File: config.mk
export PLATFORM = sky130hd
export DESIGN_NAME = pulse_burst_gen
export DESIGN_NICKNAME = d
export VERILOG_FILES = /design/src/rtl/pbg_pkg.sv /design/src/rtl/pbg_regs.sv /design/src/rtl/pbg_seq.sv /design/src/rtl/pulse_burst_gen.sv
export SDC_FILE = /design/constraint.sdc
export NUM_CORES = 1
export LEC_CHECK = 0
export ABC_CLOCK_PERIOD_IN_PS = 2400
export BUFFER_PORTS_ARGS = -buffer_cell sky130_fd_sc_hd__buf_4
export CAP_MARGIN = 20
export CORE_MARGIN = 2
export CORE_UTILIZATION = 47
export DETAILED_ROUTE_END_ITERATION = 8
export PLACE_DENSITY = 0.9
export SYNTH_ARGS = -nofsm -noshare
export SYNTH_HDL_FRONTEND = slang
export SYNTH_HIERARCHICAL = 1
export SYNTH_SLANG_ARGS = --single-unit
export TNS_END_PERCENT = 20
File: constraint.sdc
create_clock -name clk -period 2.4 [get_ports clk]
set_clock_uncertainty 0.1 [all_clocks]
set_input_delay 0.12 -clock clk [delete_from_list [all_inputs] [get_ports clk]]
set_output_delay 0.12 -clock clk [all_outputs]
set_load 0.01 [all_outputs]
File: src/rtl/pbg_pkg.sv
`timescale 1ns/1ps
package pbg_pkg;
    // Burst sequencing states
    typedef enum logic [1:0] {
        ST_IDLE = 2'd0,
        ST_HIGH = 2'd1,
        ST_LOW  = 2'd2
    } burst_state_e;
endpackage

File: src/rtl/pbg_regs.sv
`timescale 1ns/1ps
module pbg_regs #(
    parameter int ADDR_W = 12,
    parameter int DATA_W = 32,
    parameter int CNT_W  = 16,
    parameter logic [ADDR_W-1:0] CNT_OFS  = 'h8,
    parameter logic [ADDR_W-1:0] STAT_OFS = 'hC
) (
    input  logic              bus_wr,
    input  logic [ADDR_W-1:0] bus_addr,
    input  logic [DATA_W-1:0] bus_wdata,
    input  logic [CNT_W-1:0]  remaining,
    input  logic              done,
    output logic [DATA_W-1:0] bus_rdata,
    output logic              load,
    output logic [CNT_W-1:0]  load_val,
    output logic              clr_req
);
    localparam int PAD_W = DATA_W - CNT_W;

    logic hit_cnt;
    logic hit_stat;
    logic unused_wdata_hi;

    assign unused_wdata_hi = ^bus_wdata[DATA_W-1:CNT_W];

    always_comb begin
        hit_cnt  = (bus_addr == CNT_OFS);
        hit_stat = (bus_addr == STAT_OFS);
    end

    // Write decode: a count write is the start command
    always_comb begin
        load     = bus_wr && hit_cnt;
        load_val = bus_wdata[CNT_W-1:0];
        clr_req  = bus_wr && hit_stat && bus_wdata[0];
    end

    // Read mux
    always_comb begin
        bus_rdata = '0;
        if (hit_cnt) begin
            bus_rdata = {{PAD_W{1'b0}}, remaining};
        end else if (hit_stat) begin
            bus_rdata[0] = done;
        end
    end
endmodule

File: src/rtl/pbg_seq.sv
`timescale 1ns/1ps
module pbg_seq
    import pbg_pkg::*;
#(
    parameter int CNT_W = 16
) (
    input  logic             clk,
    input  logic             rst_n,
    input  logic             load,
    input  logic [CNT_W-1:0] load_val,
    input  logic             clr_req,
    output logic             pulse,
    output logic             done,
    output logic [CNT_W-1:0] remaining,
    output logic             busy
);
    burst_state_e state_q;
    burst_state_e state_nx;
    logic [CNT_W-1:0] rem_q;
    logic load_nz;
    logic finish;

    always_comb begin
        load_nz = |load_val;
        finish  = (state_q == ST_LOW) && (rem_q == '0) && !load;
    end

    // State register
    always_ff @(posedge clk or negedge rst_n) begin
        if (!rst_n) begin
            state_q <= ST_IDLE;
        end else begin
            state_q <= state_nx;
        end
    end

    // Next-state logic
    always_comb begin
        state_nx = state_q;
        unique case (state_q)
            ST_IDLE: begin
                if (load && load_nz) state_nx = ST_HIGH;          // START
            end
            ST_HIGH: begin
                if (load)            state_nx = load_nz ? ST_HIGH : ST_IDLE; // RESTART / ABORT
                else                 state_nx = ST_LOW;           // PHASE
            end
            ST_LOW: begin
                if (load)            state_nx = load_nz ? ST_HIGH : ST_IDLE; // RESTART / ABORT
                else if (rem_q == '0) state_nx = ST_IDLE;         // FINISH
                else                 state_nx = ST_HIGH;          // NEXT
            end
            default:                 state_nx = ST_IDLE;
        endcase
    end

    // Remaining pulse count: consumed at the end of each high phase
    always_ff @(posedge clk or negedge rst_n) begin
        if (!rst_n) begin
            rem_q <= '0;
        end else if (load) begin
            rem_q <= load_val;
        end else if (state_q == ST_HIGH) begin
            rem_q <= rem_q - 1'b1;
        end
    end

    // Sticky completion flag: set has priority over clear
    always_ff @(posedge clk or negedge rst_n) begin
        if (!rst_n) begin
            done <= 1'b0;
        end else if (finish) begin
            done <= 1'b1;
        end else if (load && load_nz) begin
            done <= 1'b0;
        end else if (clr_req) begin
            done <= 1'b0;
        end
    end

    // Outputs
    always_comb begin
        pulse     = (state_q == ST_HIGH);
        busy      = (state_q != ST_IDLE);
        remaining = rem_q;
    end
endmodule

File: src/rtl/pulse_burst_gen.sv
`timescale 1ns/1ps
module pulse_burst_gen #(
    parameter int ADDR_W = 12,
    parameter int DATA_W = 32,
    parameter int CNT_W  = 16,
    parameter logic [ADDR_W-1:0] CNT_OFS  = 'h8,
    parameter logic [ADDR_W-1:0] STAT_OFS = 'hC
) (
    input  logic              clk,
    input  logic              rst_n,
    input  logic              bus_wr,
    input  logic [ADDR_W-1:0] bus_addr,
    input  logic [DATA_W-1:0] bus_wdata,
    output logic [DATA_W-1:0] bus_rdata,
    output logic              clk_pulse_o,
    output logic              burst_done_o
);
    logic             ld;
    logic [CNT_W-1:0] ld_val;
    logic             clr;
    logic [CNT_W-1:0] rem_cnt;
    logic             seq_busy;
    logic             seq_done;
    logic             seq_pulse;

    pbg_regs #(
        .ADDR_W(ADDR_W), .DATA_W(DATA_W), .CNT_W(CNT_W),
        .CNT_OFS(CNT_OFS), .STAT_OFS(STAT_OFS)
    ) u_regs (
        .bus_wr    (bus_wr),
        .bus_addr  (bus_addr),
        .bus_wdata (bus_wdata),
        .remaining (rem_cnt),
        .done      (seq_done),
        .bus_rdata (bus_rdata),
        .load      (ld),
        .load_val  (ld_val),
        .clr_req   (clr)
    );

    pbg_seq #(.CNT_W(CNT_W)) u_seq (
        .clk       (clk),
        .rst_n     (rst_n),
        .load      (ld),
        .load_val  (ld_val),
        .clr_req   (clr),
        .pulse     (seq_pulse),
        .done      (seq_done),
        .remaining (rem_cnt),
        .busy      (seq_busy)
    );

    assign clk_pulse_o  = seq_pulse;
    assign burst_done_o = seq_done;
endmodule

Word level (Yosys, flattened, before mapping)

Cells that the tools add are included.

Add/subtract/negate cells: 1
Equal/unequal tests: 5
Muxes and demuxes: 14
Reduce and logical (&&, ||, !) cells: 12

Operators with widths:

| cell                    | number |
|---|---|
| $mux W16                | 2 |
| $eq A12 B4 Y1 const B   | 2 |
| $logic_not A16 Y1       | 1 |
| $reduce_or A16 Y1       | 1 |
| $sub A16 B1 Y16 const B | 1 |
| $mux W15                | 1 |
| $mux W1                 | 7 |
| $logic_and A1 B1 Y1     | 6 |
| $mux W2                 | 3 |
| $pmux W2 S3             | 1 |
| $reduce_bool A3 Y1      | 1 |
| $eq A2 B1 Y1 const B    | 1 |
| $eq A2 B2 Y1 const B    | 1 |
| $logic_not A2 Y1        | 1 |
| $ne A2 B1 Y1 const B    | 1 |
| $reduce_bool A2 Y1      | 1 |
| $logic_not A1 Y1        | 1 |

Register bits: 19
Bits of input ports: 47
Output and inout bits: 34
Logic and storage cells: 35

Longest topological paths before layout

Gate-level depths: netlist (run 1).

Word-level depth: 6
Mapped depth: 8
Mapped depth without buffers: 6

By module

Netlist (run 1), hierarchy kept.

By module, submodules not included:

| module   | instances | cells each | area each (µm²) | sequential area each (µm²) |
|---|---|---|---|---|
| pbg_seq  | 1         | 122        | 1103.6          | 475.5 |
| pbg_regs | 1         | 80         | 626.9           | 0.0 |

Worst setup path before layout (run 1)

OpenSTA, ideal clock, no wires.

Path kind: reg-to-reg
From: register u_seq.rem_q[0], in the netlist u_seq/remaining[0]
To: register u_seq.rem_q[15], in the netlist u_seq/remaining[15]
Setup time: 0.082 ns
Data arrival time: 1.830 ns
Data required time: 2.218 ns
Setup slack: 0.388 ns
Stages on the path, launching flop included: 6
Path buffers: 1
Period minus slack after synthesis: 2.012 ns
Path through: dfrtp_1 -> or4b_4 -> buf_6 -> and4b_1 -> or3b_1 -> a31oi_1

Cells in the longest elaborated chain, start to end: 3

Ends and longest elaborated chain:

| what                     | line          | source |
|---|---|---|
| start: declaration       | pbg_seq.sv:19 | `logic [CNT_W-1:0] rem_q;` |
| start signal: assignment | pbg_seq.sv:62 | `rem_q <= load_val;` |
| start signal: assignment | pbg_seq.sv:64 | `rem_q <= rem_q - 1'b1;` |
| $sub A16 B1 Y16          | pbg_seq.sv:64 |  |
| $mux W16                 | pbg_seq.sv:63 | `end else if (state_q == ST_HIGH) begin` |
| $mux W16                 | pbg_seq.sv:61 | `end else if (load) begin` |

Every way passes these cells. The select of a mux whose other input is x is not followed.
A chain may end at the register's enable or synchronous reset.

Final worst setup path (run 1)

Same ends and word-level chain as after synthesis.

==> impl_metrics.json, run 1 <==
{
  "hold_class": "input pin to flip-flop",
  "power_mw": 0.924,
  "hold_depth": 3,
  "status": "completed",
  "setup_viol": 0,
  "netlist_instances": 201,
  "grt_max_degree": 36,
  "viasPerCell": 5.08,
  "dr.pass1.iters": 4,
  "final_max_slew_viol_count": 0,
  "cap_violations": 0,
  "cts_resized": 0,
  "crit_slowest_cell": "or4b_4",
  "dr.first_iter.drc_count": 35,
  "ios": 81,
  "clk_latency_ns": 0.25,
  "drc": 0,
  "ant_nets": 0,
  "power_density_mw_per_mm2": 442,
  "fp.coreArea_mm2": 0.00361,
  "cts_buffer_depth": 2,
  "grt_pass1_wl_mm": 6.02,
  "wirelength_mm": 3.66,
  "clock-sinks": 19,
  "max_stage_delay_ns": 0.60,
  "dieHeight_um": 64.6,
  "synthesis.area_mm2": 0.00172,
  "port_buffers": 48,
  "vdd_ir_drop_max_mv": 0.381,
  "antenna_cells": 0,
  "grt_usage": 0.186,
  "multi_input_area_um2": 962,
  "fmax_mhz": 483,
  "htreeDepth": 1,
  "period_needed_ns": 2.07,
  "die_w_um": 64.6,
  "critical_path_required_ns": 2.48,
  "internal-power_mw": 0.609,
  "globalplace.congestion": 0.900,
  "p_sw_frac": 0.341,
  "rsz0062_at_grt": "no",
  "path_cells": "or4b_4 > and4b_1 > or3b_1 > a31oi_1",
  "hold_viol_final": 0,
  "initial_utilization": 0.478,
  "finalCritPeriodShare": 0.863,
  "antenna_found_initial": 0,
  "clk_pin_slew_ns": 0.07,
  "p_switching_mw": 0.315,
  "area_growth_pct": 21.4,
  "clkPwrFrac": 0.239,
  "r2r_cells": 4,
  "hpwlAfterDp_mm": 2.81,
  "cts_tree": "built",
  "combPwrFrac": 0.253,
  "cts_buffers": 3,
  "path_class": "flip-flop to flip-flop",
  "tns_ns": 0,
  "grt_pass1_vias": 1388,
  "startpoint_type": "flip-flop",
  "critPathMaxFanout": 6,
  "root_buffer": "clkbuf_8",
  "vias": 1464,
  "fin_nets": 289,
  "wl_per_cell_um": 12.7,
  "syn_area_per_cell_um2": 8.58,
  "critPathCaptureType": "flip-flop",
  "rows": 22,
  "pwr-share-seq": 0.508,
  "dieArea_mm2": 0.00417,
  "seqCellArea_um2": 475,
  "globalRouteOverflowTotal": 0,
  "fillerInstances": 341,
  "cp.arrival_ns": 2.15,
  "drive_above_1_share": 0.308,
  "p_leak_nw": 0.825,
  "yosys_warnings": 6
}
## flip-flops by register name, indices dropped and copies added, names as in the netlist
name,cells
u_seq/done,1
u_seq/state_q,2
u_seq/remaining,16
## layer usage
layer | vias up | routed length [µm] | global-route usage
li1 | 738 | - | -
met1 | 649 | 1610 | 0.238
met2 | 73 | 1670 | 0.307
met3 | 4 | 310 | 0.0226
met4 | 0 | 72 | 0.0957
met5 | - | 0 | 0
## layout make-up
| type | instances | area share |
|---|---|---|
| inverters | 6 | 0.0108 |
| well taps | 48 | 0.0287 |
| repair buffers | 65 | 0.252 |
| multi-input cells | 146 | 0.460 |
| flip-flops and latches | 19 | 0.227 |
| clock buffers | 4 | 0.0215 |
## critical path, delay by kind of cell, from the launching register on
| family | cells | cell delay, ns |
|---|---|---|
| compound gates | 1 | 0.16 |
| simple gates | 3 | 1.31 |
| flops | 1 | 0.43 |
## metrics by stage
step	worst slack, ns	instance area [µm²]	util	hold WS, ns	std cells
4_1_cts	0.339	2090	0.581	0.00545	288
3_3_place_gp	0.382	1940	0.537	-0.102	273
2_1_floorplan	0.388	1780	-	-0.276	216
5_1_grt	0.222	2090	0.581	0.0208	288
3_5_place_dp	0.352	1940	0.537	-0.0955	273
6_report	0.329	2090	0.581	0.00534	288
## power by group through the flow
stage	clock, mW	combinational (mW)	sequential (mW)
floorplan	0	0.193	0.441
global placement	0	0.214	0.463
detailed placement	0	0.218	0.472
CTS	0.226	0.234	0.467
global route	0.243	0.266	0.481
finish	0.221	0.234	0.470
## cell usage in the layout, fill, tap and decap left out, types with 2 or more instances in the layout
| master | instances |
|---|---|
| nor4_1 | 15 |
| nand3_1 | 3 |
| or3_1 | 3 |
| conb_1 | 16 |
| nor4_2 | 11 |
| dlygate4sd3_1 | 11 |
| a21boi_0 | 2 |
| a21oi_1 | 3 |
| nor2_1 | 8 |
| nand2_1 | 16 |
| nand4_1 | 2 |
| clkbuf_8 | 3 |
| or2b_2 | 2 |
| nor3_1 | 4 |
| nand2b_1 | 17 |
| o21ai_0 | 13 |
| inv_1 | 6 |
| xnor2_1 | 7 |
| buf_4 | 53 |
| o41ai_1 | 2 |
| dfrtp_1 | 19 |
| xor2_1 | 5 |
## timing repair
| item | CTS | global route |
|---|---|---|
| hold endpoints to repair | 29 | 0 |
| setup buffers | 0 | 0 |
| hold buffers | 11 | 0 |
| setup endpoints to repair | 0 | 0 |
## worst paths after layout
path                       slack, ns                  end                from
min                            0.005   u_seq/remaining[0]        bus_wdata[0]
min in group asynchronous       0.17   u_seq/remaining[2]               rst_n
max reg2reg                     0.33  u_seq/remaining[15]  u_seq/remaining[0]
max                             0.33  u_seq/remaining[15]  u_seq/remaining[0]
min reg2reg                     0.44           u_seq/done    u_seq/state_q[0]
max in group asynchronous       1.83  u_seq/remaining[12]               rst_n
(Power assumes the default switching activity.)
==> run 2: changes to the inputs <==
--- a/config.mk
+++ b/config.mk
@@ -5,7 +5,7 @@
 export SDC_FILE = /design/constraint.sdc
 export NUM_CORES = 1
 export LEC_CHECK = 0
-export ABC_CLOCK_PERIOD_IN_PS = 2400
+export ABC_CLOCK_PERIOD_IN_PS = 2200
 export BUFFER_PORTS_ARGS = -buffer_cell sky130_fd_sc_hd__buf_4
 export CAP_MARGIN = 20
 export CORE_MARGIN = 2
==> constraint.sdc (replaced) <==
create_clock -name clk -period 2.2 [get_ports clk]
set_clock_uncertainty 0.1 [all_clocks]
set_input_delay 0.11 -clock clk [delete_from_list [all_inputs] [get_ports clk]]
set_output_delay 0.11 -clock clk [all_outputs]
set_load 0.01 [all_outputs]
==> impl_metrics.json, run 2 (same netlist as run 1, synthesis figures left out) <==
{
  "cp.arrival_ns": 2.14,
  "status": "completed",
  "critical_path_required_ns": 2.29,
  "grt_usage": 0.186,
  "grt_max_degree": 36,
  "clk_latency_ns": 0.26,
  "path_class": "flip-flop to flip-flop",
  "drc": 0,
  "tns_ns": 0,
  "largest_reg_flops": 16,
  "globalplace.congestion": 0.905,
  "dr.first_iter.drc_count": 59,
  "hold_viol_final": 0,
  "power_density_mw_per_mm2": 477,
  "dieArea_mm2": 0.00417,
  "hpwlAfterDp_mm": 2.84,
  "dp.cells": 273,
  "antenna_cells": 0,
  "antenna_found_initial": 0,
  "grt_pass1_vias": 1311,
  "hold_start": "bus_wdata[15]",
  "fillerInstances": 324,
  "p_leak_nw": 0.845,
  "port_buffers": 48,
  "final_cells": 292,
  "critPathMaxFanout": 6,
  "r2r_end": "u_seq/remaining[15]",
  "crit_cells": 4,
  "die_w_um": 64.6,
  "ant_nets": 0,
  "setup.worst_path.start": "u_seq/remaining[0]",
  "viasPerCell": 5.11,
  "cap_violations": 0,
  "cts_buffer_depth": 2,
  "fmax_mhz": 487,
  "globalRouteOverflowTotal": 0,
  "fin_area_mm2": 0.00213,
  "dr.pass1.iters": 4,
  "r2r_slack_ns": 0.15,
  "worstSetupEndpoint": "u_seq/remaining[15]",
  "drive_above_1_share": 0.307,
  "critPathCaptureType": "flip-flop",
  "rows": 22,
  "power_mw": 1.02,
  "hold_class": "input pin to flip-flop",
  "final_max_slew_viol_count": 0,
  "root_buffer": "clkbuf_8",
  "r2r_start": "u_seq/remaining[0]",
  "clk_pin_slew_ns": 0.07,
  "vdd_ir_drop_max_mv": 0.368,
  "initial_utilization": 0.478,
  "area_growth_pct": 23.8,
  "holdWs_ns": 0.0355,
  "wl_per_cell_um": 12.6,
  "max_stage_delay_ns": 0.60,
  "placed_area_mm2": 0.00194,
  "rsz0062_at_grt": "no",
  "path_cells": "or4b_4 > and4b_1 > or3b_1 > a31oi_1",
  "mostFrequentLayoutCell": "buf_4",
  "finalCritPeriodShare": 0.934,
  "critical-path-top-delay-family": "simple AND/OR/NAND/NOR gates",
  "clock-sinks": 19,
  "r2r_cells": 4,
  "cts_tree": "built",
  "ios": 81,
  "cp.buffers_inverters": 0,
  "crit_slowest_cell": "or4b_4",
  "period_needed_ns": 2.05,
  "final_cell_mix": "53 x buf_4, 19 x dfrtp_1, 17 x nand2b_1, 16 x conb_1, 16 x nand2_1",
  "startpoint_type": "flip-flop",
  "grt_pass1_wl_mm": 6.04,
  "vias": 1491,
  "htreeDepth": 1,
  "wirelength_mm": 3.67,
  "fp.coreArea_mm2": 0.00361,
  "dieHeight_um": 64.6,
  "setup_viol": 0,
  "cts_buffers": 3,
  "fin_nets": 293
}
-- run 2: worst min-delay path, delay by kind of cell --
family          cells  cell delay, ns
compound gates      1            0.05
simple gates        1            0.08
buf+inv             1            0.12
-- run 2: per-layer routing --
metal	global-route usage	wire, µm	part of all wire	vias to the layer above
li1	-	-	-	744
met1	0.244	1600	0.44	665
met2	0.313	1670	0.45	77
met3	0.0208	340	0.093	5
met4	0.0718	59	0.016	0
met5	0	0	0	-
-- run 2: what timing repair did --
item / in CTS / in global routing
hold buffers: 15 / 0
buffers inserted: 0 / 0
hold endpoints to repair: 33 / 0
resized for setup: 0 / 0
-- run 2: cell type report --
type                            instances  area, µm²  area share
Tap cell                               48       60.1      0.0281
Sequential cell                        19        475       0.223
Timing Repair Buffer                   69        568       0.266
Inverter                                6       22.5      0.0106
Multi-Input combinational cell        146        962       0.451
Clock buffer                            3       41.3      0.0193
Clock inverter                          1       5.00     0.00234
-- run 2: worst min-delay path by stage --
stage | endpoint | slack [ns] | depth (start not counted)
floorplan | u_seq/done | -0.29 | 0
global placement | u_seq/remaining[2] | -0.11 | 1
detailed placement | u_seq/remaining[5] | -0.10 | 1
CTS | u_seq/remaining[15] | 0.02 | 3
global route | u_seq/remaining[15] | 0.02 | 3
finish | u_seq/remaining[15] | 0.04 | 3
-- run 2: power breakdown --
group / internal (mW) / switching (mW)
Clock: 0.126 / 0.119
Sequential: 0.405 / 0.104
Combinational: 0.136 / 0.129
Total: 0.666 / 0.351
-- run 2: through the flow --
step,util,setup WS [ns]
after floorplan,-,0.188
after global placement,0.537,0.170
final,0.592,0.145
after detailed placement,0.537,0.159
after CTS,0.592,0.149
after global routing,0.592,0.104
==> run 3: changes to the inputs <==
--- a/config.mk
+++ b/config.mk
@@ -8,10 +8,12 @@
 export ABC_CLOCK_PERIOD_IN_PS = 2200
 export BUFFER_PORTS_ARGS = -buffer_cell sky130_fd_sc_hd__buf_4
 export CAP_MARGIN = 20
+export CELL_PAD_IN_SITES_DETAIL_PLACEMENT = 0
+export CELL_PAD_IN_SITES_GLOBAL_PLACEMENT = 1
 export CORE_MARGIN = 2
-export CORE_UTILIZATION = 47
+export CORE_UTILIZATION = 33
 export DETAILED_ROUTE_END_ITERATION = 8
-export PLACE_DENSITY = 0.9
+export PLACE_DENSITY = 0.89
 export SYNTH_ARGS = -nofsm -noshare
 export SYNTH_HDL_FRONTEND = slang
 export SYNTH_HIERARCHICAL = 1
==> impl_metrics.json, run 3 (same netlist as run 1, synthesis figures left out) <==
{
  "status": "completed",
  "clk_latency_ns": 0.25,
  "power_mw": 1.03,
  "critical_path_required_ns": 2.28,
  "placed_area_mm2": 0.00197,
  "internal-power_mw": 0.675,
  "clock-sinks": 19,
  "tns_ns": 0,
  "cts_resized": 0,
  "largest_reg_flops": 16,
  "hpwlAfterDp_mm": 3.07,
  "cp.buffers_inverters": 0,
  "wl_per_cell_um": 12.5,
  "fp.coreArea_mm2": 0.00507,
  "fillerInstances": 555,
  "antenna_found_initial": 0,
  "final_core_utilization": 0.423,
  "ant_nets": 0,
  "cts_hold_buffers": 13,
  "htreeDepth": 1,
  "dp_slack_ns": 0.155,
  "ios": 81,
  "fin_area_mm2": 0.00215,
  "p_sw_frac": 0.344,
  "port_buffers": 48,
  "drc": 0,
  "initial_utilization": 0.340,
  "vdd_ir_drop_max_mv": 0.299,
  "hold_class": "input pin to flip-flop",
  "p_leak_nw": 0.838,
  "wirelength_mm": 3.90,
  "final_cell_mix": "54 x buf_4, 19 x dfrtp_1, 17 x nand2b_1, 16 x conb_1, 16 x nand2_1",
  "path_cells": "or4b_4 > and4b_1 > or3b_1 > a31oi_1",
  "critPathCaptureType": "flip-flop",
  "p_switching_mw": 0.354,
  "rows": 26,
  "critPathMaxFanout": 6,
  "dieArea_mm2": 0.00582,
  "critical-path-top-delay-family": "simple AND/OR/NAND/NOR gates",
  "globalplace.congestion": 0.831,
  "hold_viol_final": 0,
  "power_density_mw_per_mm2": 479,
  "dr.pass1.iters": 4,
  "path_class": "flip-flop to flip-flop",
  "startpoint_type": "flip-flop",
  "root_buffer": "clkbuf_8",
  "dr.first_iter.drc_count": 29,
  "rsz0062_at_grt": "no",
  "cts_buffers": 3,
  "finalCritPeriodShare": 0.939,
  "max_stage_delay_ns": 0.60,
  "globalRouteOverflowTotal": 0,
  "grt_pass1_vias": 1349,
  "period_needed_ns": 2.07,
  "dieHeight_um": 76.3,
  "grt_usage": 0.136,
  "area_growth_pct": 24.6,
  "final_max_slew_viol_count": 0,
  "antenna_cells": 0,
  "crit_slowest_cell": "or4b_4",
  "cap_violations": 0,
  "grt_pass1_wl_mm": 6.49,
  "final_cells": 313,
  "combPwrFrac": 0.270,
  "clk_pin_slew_ns": 0.07,
  "viasPerCell": 4.73,
  "pwr-share-seq": 0.492,
  "drive_above_1_share": 0.309,
  "cts_setup_buffers": 0,
  "die_w_um": 76.3,
  "vias": 1482,
  "cts_tree": "built",
  "holdWs_ns": 0.00773,
  "fmax_mhz": 484,
  "fin_ws_ns": 0.133,
  "dp.cells": 296,
  "clkPwrFrac": 0.239,
  "setup_viol": 0,
  "fin_nets": 292,
  "cp.arrival_ns": 2.15,
  "grt_max_degree": 36,
  "cts_buffer_depth": 2,
  "mostFrequentLayoutCell": "buf_4"
}
[run 3: path summary, 6_finish.rpt]
path	slack (ns)	from	depth (start not counted)	endpoint
max in group asynchronous	1.63	rst_n	2	u_seq/state_q[0]
hold / removal	0.008	bus_wdata[11]	3	u_seq/remaining[11]
setup reg to reg	0.13	u_seq/remaining[0]	4	u_seq/remaining[15]
min in group asynchronous	0.16	rst_n	2	u_seq/remaining[3]
hold reg to reg	0.45	u_seq/state_q[0]	1	u_seq/done
setup / recovery	0.13	u_seq/remaining[0]	4	u_seq/remaining[15]
[run 3: routing by layer]
layer | up-vias | track usage | share of wire
met5 | - | 0 | 0
li1 | 748 | - | -
met3 | 2 | 0.0237 | 0.090
met1 | 664 | 0.199 | 0.47
met2 | 68 | 0.203 | 0.43
met4 | 0 | 0.0436 | 0.0087
[run 3: area by class of cell]
type                    count  area [µm²]  share of cell area
multi-input cells         146         962               0.448
repair buffers             68         556               0.259
flip-flops and latches     19         475               0.221
well taps                  70        87.6              0.0408
clock buffers               4        45.0              0.0210
inverters                   6        22.5              0.0105
[run 3: power groups by stage]
| stage | combinational, mW | sequential [mW] | clock (mW) |
|---|---|---|---|
| after floorplan | 0.211 | 0.482 | 0 |
| after global placement | 0.257 | 0.502 | 0 |
| after detailed placement | 0.259 | 0.510 | 0 |
| after CTS | 0.279 | 0.502 | 0.252 |
| after global routing | 0.317 | 0.517 | 0.269 |
| final | 0.277 | 0.506 | 0.245 |
[run 3: worst min-delay path, cell delays in order]
cell	delay, ns
buf_4	0.08
nand2_1	0.06
o21ai_1	0.07
